[src/rtl/bsr_pkg.sv]
package bsr_pkg;

    typedef enum logic [1:0] {
        MV_HOLD = 2'd0,
        MV_UP   = 2'd1,
        MV_DOWN = 2'd2,
        MV_BOTH = 2'd3
    } move_e;

endpackage

[src/rtl/bubble_cmd_decode.sv]
module bubble_cmd_decode
    import bsr_pkg::*;
(
    input  logic  up_cmd,
    input  logic  down_cmd,
    input  logic  shift_en,
    input  logic  bubble_mode,
    output move_e move,
    output logic  conflict
);

    logic both;

    always_comb begin
        both     = up_cmd && down_cmd;
        // stacking mode refuses a double command regardless of enable
        conflict = both && !bubble_mode;
        move     = MV_HOLD;
        if (shift_en && !conflict) begin
            unique case ({up_cmd, down_cmd})
                2'b10:   move = MV_UP;
                2'b01:   move = MV_DOWN;
                2'b11:   move = MV_BOTH;
                default: move = MV_HOLD;
            endcase
        end
    end

endmodule

[src/rtl/bubble_cell.sv]
module bubble_cell
    import bsr_pkg::*;
(
    input  logic  own_q,
    input  logic  lower_src,
    input  logic  upper_src,
    input  move_e move,
    output logic  own_d
);

    logic primed_lo;
    logic primed_hi;
    logic toggle;

    always_comb begin
        primed_lo = own_q ^ lower_src;
        primed_hi = own_q ^ upper_src;
        unique case (move)
            MV_UP:   toggle = primed_lo;
            MV_DOWN: toggle = primed_hi;
            // both: equal sources -> common value; differing -> lower wins
            MV_BOTH: toggle = (lower_src == upper_src) ? primed_hi : primed_lo;
            default: toggle = 1'b0;
        endcase
        own_d = own_q ^ toggle;
    end

endmodule

[src/rtl/bubble_shift_reg.sv]
module bubble_shift_reg
    import bsr_pkg::*;
#(
    parameter int WIDTH = 8,
    parameter int AUX_W = 2
) (
    input  logic             clk,
    input  logic             rst_n,
    input  logic             load_en,
    input  logic [WIDTH-1:0] load_data,
    input  logic [AUX_W-1:0] aux_load_data,
    input  logic             up_cmd,
    input  logic             down_cmd,
    input  logic             shift_en,
    input  logic             bubble_mode,
    input  logic             fill_low,
    input  logic             fill_high,
    output logic [WIDTH-1:0] q,
    output logic [AUX_W-1:0] aux_q,
    output logic             conflict_err
);

    localparam int TOP = WIDTH - 1;

    typedef struct packed {
        logic [WIDTH-1:0] bits;
        logic [AUX_W-1:0] aux;
        logic             conflict;
    } state_t;

    state_t           st_d;
    state_t           st_q;
    move_e            move;
    logic             conflict_now;
    logic [WIDTH-1:0] moved;

    bubble_cmd_decode u_decode (
        .up_cmd      (up_cmd),
        .down_cmd    (down_cmd),
        .shift_en    (shift_en),
        .bubble_mode (bubble_mode),
        .move        (move),
        .conflict    (conflict_now)
    );

    for (genvar i = 0; i < WIDTH; i++) begin : g_cell
        logic lo_src;
        logic hi_src;
        if (i == 0) begin : g_lo_end
            assign lo_src = fill_low;
        end else begin : g_lo_mid
            assign lo_src = st_q.bits[i-1];
        end
        if (i == TOP) begin : g_hi_end
            assign hi_src = fill_high;
        end else begin : g_hi_mid
            assign hi_src = st_q.bits[i+1];
        end
        bubble_cell u_cell (
            .own_q     (st_q.bits[i]),
            .lower_src (lo_src),
            .upper_src (hi_src),
            .move      (move),
            .own_d     (moved[i])
        );
    end

    always_comb begin
        st_d          = st_q;
        st_d.conflict = conflict_now && !load_en;
        if (load_en) begin
            st_d.bits = load_data;
            st_d.aux  = aux_load_data;
        end else begin
            st_d.bits = moved;
        end
    end

    always_ff @(posedge clk or negedge rst_n) begin
        if (!rst_n) begin
            st_q <= '0;
        end else begin
            st_q <= st_d;
        end
    end

    assign q            = st_q.bits;
    assign aux_q        = st_q.aux;
    assign conflict_err = st_q.conflict;

endmodule

[config.mk]
export PLATFORM = sky130hd
export DESIGN_NAME = bubble_shift_reg
export DESIGN_NICKNAME = d
export VERILOG_FILES = /design/src/rtl/bsr_pkg.sv /design/src/rtl/bubble_cmd_decode.sv /design/src/rtl/bubble_cell.sv /design/src/rtl/bubble_shift_reg.sv
export SDC_FILE = /design/constraint.sdc
export NUM_CORES = 1
export LEC_CHECK = 0
export BUFFER_PORTS_ARGS = -buffer_cell sky130_fd_sc_hd__buf_2
export CORE_MARGIN = 1
export CORE_UTILIZATION = 42
export CTS_BUF_LIST = sky130_fd_sc_hd__clkbuf_8
export CTS_CLUSTER_DIAMETER = 120
export DETAILED_ROUTE_END_ITERATION = 12
export PLACE_DENSITY = 0.84
export SLEW_MARGIN = 20
export SYNTH_ARGS = -nofsm -noshare
export SYNTH_HDL_FRONTEND = slang
export SYNTH_HIERARCHICAL = 1
export SYNTH_SLANG_ARGS = --single-unit
[constraint.sdc]
create_clock -name clk -period 0.93 [get_ports clk]
set_input_delay 0.1395 -clock clk [delete_from_list [all_inputs] [get_ports clk]]
set_output_delay 0.1395 -clock clk [all_outputs]
set_load 0.005 [all_outputs]
; ---- After elaboration in Yosys (flattened, before gate mapping)
; Cells that the tools add are included.
[word_totals]
ff_bits = 11
input_bits = 19
output_inout_bits = 11
wordCells = 60
[op_classes]
n_eq_ne = 14
mux = 19
n_bitwise = 17
n_reduce_logical = 7
[ops]
columns = cell, n
row1 = $pmux W1 S3, 8
row2 = $xor A1 B1 Y1, 17
row3 = $eq A1 B1 Y1, 8
row4 = $eq A2 B2 Y1 const B, 4
row5 = $mux W1, 8
row6 = $mux W8, 1
row7 = $pmux W2 S3, 1
row8 = $eq A2 B1 Y1 const B, 2
row9 = $logic_and A1 B1 Y1, 4
row10 = $logic_not A1 Y1, 3
row11 = $mux W2, 1

; ---- Logic depth before layout (Yosys ltp)
[logic_depth]
depth_word = 9
depth_mapped = 5
depth_no_buf = 5

; ---- By module
; The synthesis kept the hierarchy.
[modules_own_cells]
columns = module, n_inst, cells_per_inst, area_per_inst_um2, seq_area_each_um2
row1 = bubble_shift_reg, 1, 23, 441.7, 275.3
row2 = bubble_cell, 8, 3, 18.8, 0.0
row3 = bubble_cmd_decode, 1, 6, 27.5, 0.0

; ---- Worst setup path after synthesis
; No wires, ideal clock.
[synth_timing]
kind = input -> register
startpoint = in bubble_mode
endpoint = reg st_q, in the netlist q[0]
setup_time_ns = 0.125
t_arrival_ns = 1.403
required_time_ns = 0.805
slack_ns = -0.598
path_stages = 5
n_path_buf = 0
path_cell_list = inv_1 > a21oi_1 > mux2i_1 > o21ai_1 > mux2_4
[synth_rtl]
columns = element, line
row1 = from (decl), bubble_shift_reg.sv:15  ; input logic bubble_mode,
row2 = to (signal assigned), bubble_shift_reg.sv:83  ; st_q <= st_d;
row3 = to (decl), bubble_shift_reg.sv:32  ; state_t st_q;

==> results.json <==
{
  "status": "finished, violations left",
  "violations": "setup timing",
  "ff_latch_area_um2": 275,
  "arrival_ns": 1.20,
  "fill_cell_total_of_the_finished_layout": 99,
  "critPathSlowestCell": "dfrtp_1",
  "report.final.setup_viol": 12,
  "timing.critical_path.max_delay_family": "multiplexers",
  "ctsHtreeMaxLevel": 1,
  "post_synth.cell_area_avg_um2": 11.7,
  "setup.worst_path.end_class": "flip-flop",
  "layout_min_cycle_time_ns": 1.07,
  "die_area_mm2": 0.00163,
  "post_drt_wl_per_cell_um": 13.2,
  "die_width_um": 40.4,
  "floorplan.io_pins": 30,
  "firstDrtPassIters": 4,
  "synth_seq_cells": 11,
  "final_net_count": 113,
  "worst_clock_skew_ns": 0.00215,
  "cpPeakStageDelay_ns": 0.41,
  "drtIter0Drc": 9,
  "wire_length_of_the_first_global_routing_pass_mm": 1.86,
  "vias_in_the_first_global_route": 465,
  "initial_antenna_violation_count": 0,
  "list_of_cells_traversed_by_the_critical_path": "mux2i_1, o21ai_1, mux2_4",
  "finalCritPeriodShare": 1.15,
  "post_synth_instance_area_um2": 619,
  "clock_insertion_delay_worst_skew_ns": 0.24,
  "yosys.cell_types.count": 11,
  "grt_usage": 0.194,
  "grt_setup_unrepaired": "true",
  "class_of_the_most_critical_hold_timing_path": "input port to flip-flop",
  "path_class": "flip-flop to flip-flop",
  "number_of_instances_in_the_synthesized_netlist": 53,
  "tritoncts": "built",
  "gpl.final_weighted_congestion": 0.745,
  "clockRootBuffer": "clkbuf_8",
  "hold_violations": 0,
  "core_region_area_mm2": 0.00133,
  "layout-drive-gt1-share": 0.581,
  "worst_setup_path_start_kind": "flip-flop",
  "fp-row-count": 13,
  "ys.warnings.count": 6,
  "areaGrowthSynthToFinish_pct": 59.6,
  "clock-sinks": 11,
  "slew_headroom": 0.828,
  "place.port_buffers": 29,
  "dieHeight_um": 40.4,
  "final-max-slew-violation-count": 0,
  "post_drt_via_cell_ratio": 4.81,
  "worstPathRequired_ns": 1.06,
  "largest_fanout_of_any_net_on_the_critical_path": 4,
  "detailedPlacementHpwl_mm": 1.04,
  "synthesis.nets": 72,
  "timing.critical_path.buf_inv": 0,
  "finish.instance_area_um2": 988,
  "fin_worst_hold_slack_ns": 0.125,
  "drt.antenna.violating_nets": 0,
  "synth_sequential_area_ratio": 0.444,
  "final_cell_count_no_fill": 108,
  "cts-buffers-inserted": 3,
  "largest_vdd_supply_drop_uv": 1120,
  "area_used_by_multi_input_combinational_logic_um2": 360,
  "placed_cell_area_um2": 901,
  "worst_slack_after_detailed_placement_ns": -0.379,
  "grt_max_degree": 17,
  "fin_util": 0.741,
  "antenna-diode-count": 0,
  "power_per_cell_area_mw_per_mm2": 1500,
  "worst_slack_ns": -0.141,
  "remaining_routing_drc_violations": 0,
  "clock_slew_at_reported_path_ffs_ns": 0.05,
  "place_inst": 102,
  "timing.max_cap.violations": 0,
  "hold_path_depth": 2,
  "leakage_power_total_nw": 0.489,
  "fmaxAchievable_ghz": 0.934,
  "wirelength_mm": 1.42,
  "grt_overflow_total": 0,
  "initial_utilization": 0.464,
  "critical_path_cell_count": 3,
  "vias": 519,
  "rr_worst_depth": 3,
  "max_slew.worst_pin.slew_ns": 0.258,
  "clock_path_buffers": 2
}
cells in the final DEF, fill, tap and decap left out:
cell | netlist | routed
a21oi_2 | 0 | 1
nand2_1 | 10 | 9
o21ai_1 | 8 | 8
buf_4 | 0 | 3
and2b_2 | 1 | 1
mux2_4 | 9 | 9
mux2i_1 | 8 | 8
dlygate4sd3_1 | 0 | 1
a21oi_4 | 0 | 1
dfrtp_1 | 11 | 11
inv_1 | 1 | 1
buf_6 | 1 | 4
buf_2 | 0 | 25
buf_12 | 0 | 4
inv_4 | 0 | 1
nand2_8 | 0 | 1
clkbuf_8 | 0 | 3
and3_1 | 1 | 1
mux2_2 | 1 | 1
flip-flops by register name (all words and copies together) (netlist names):
name	flops
q	8
aux_q	2
conflict_err	1
cells in the mapped netlist:
cell | n | area share
nand2_1 | 10 | 0.061
buf_6 | 1 | 0.018
dfrtp_1 | 11 | 0.44
and3_1 | 1 | 0.010
mux2_4 | 9 | 0.22
o21ai_1 | 8 | 0.065
a21oi_1 | 2 | 0.016
and2b_2 | 1 | 0.014
mux2i_1 | 8 | 0.13
mux2_2 | 1 | 0.018
inv_1 | 1 | 0.0061
cells by family after synthesis:
| logic type | after synthesis | share of synthesized area |
|---|---|---|
| buf+inv | 2 | 0.0242 |
| simple gates | 12 | 0.0849 |
| flops | 11 | 0.444 |
| compound gates | 10 | 0.0808 |
| mux | 18 | 0.366 |
layer usage:
layer	GRT usage	share of wire
met2	0.313	0.48
met1	0.194	0.43
met3	0.0667	0.058
met4	0.175	0.026
met5	0	0
cell type report:
class / instances / area share
timing repair buffer: 37 / 0.286
sequential: 11 / 0.278
multi-input combinational: 40 / 0.365
clock buffer: 3 / 0.0418
clock inverter: 1 / 0.00380
inverter: 1 / 0.00633
tap: 15 / 0.0190
report_power, final:
group / leakage, nW / switching, mW / internal (mW) / total [mW]
logic: 0.330 / 0.154 / 0.262 / 0.416
registers: 0.132 / 0.0539 / 0.536 / 0.590
clock network: 0.0269 / 0.189 / 0.291 / 0.479
total: 0.489 / 0.396 / 1.09 / 1.48
path summary, 6_finish.rpt:
| check | start | end | slack [ns] |
|---|---|---|---|
| max | q[5]$_DFF_PN0_ | q[4]$_DFF_PN0_ | -0.14 |
| min reg2reg | aux_q[0]$_DFFE_PN0P_ | aux_q[0]$_DFFE_PN0P_ | 0.51 |
| min | load_data[7] | q[7]$_DFF_PN0_ | 0.12 |
| max in group asynchronous | rst_n | aux_q[0]$_DFFE_PN0P_ | 0.42 |
| max reg2reg | q[5]$_DFF_PN0_ | q[4]$_DFF_PN0_ | -0.14 |
| min in group asynchronous | rst_n | q[6]$_DFF_PN0_ | 0.30 |
per-stage QoR:
| step | total power [mW] | TNS, ns |
|---|---|---|
| 5_1_grt | 1.56 | -1.27 |
| 3_5_place_dp | 0.982 | -2.74 |
| 4_1_cts | 1.48 | -0.796 |
| 6_report | 1.48 | -0.827 |
| 2_1_floorplan | 0.789 | -1.38 |
| 3_3_place_gp | 0.969 | -2.51 |
timing repair:
item                                   in CTS  in global routing
pin swaps                                   0                  0
endpoints found under the hold margin      11                  0
setup buffers                               0                  1
setup endpoints to repair                  11                 15
resized for setup                           7                  0
hold buffers                                1                  0
(Power assumes the default switching activity.)
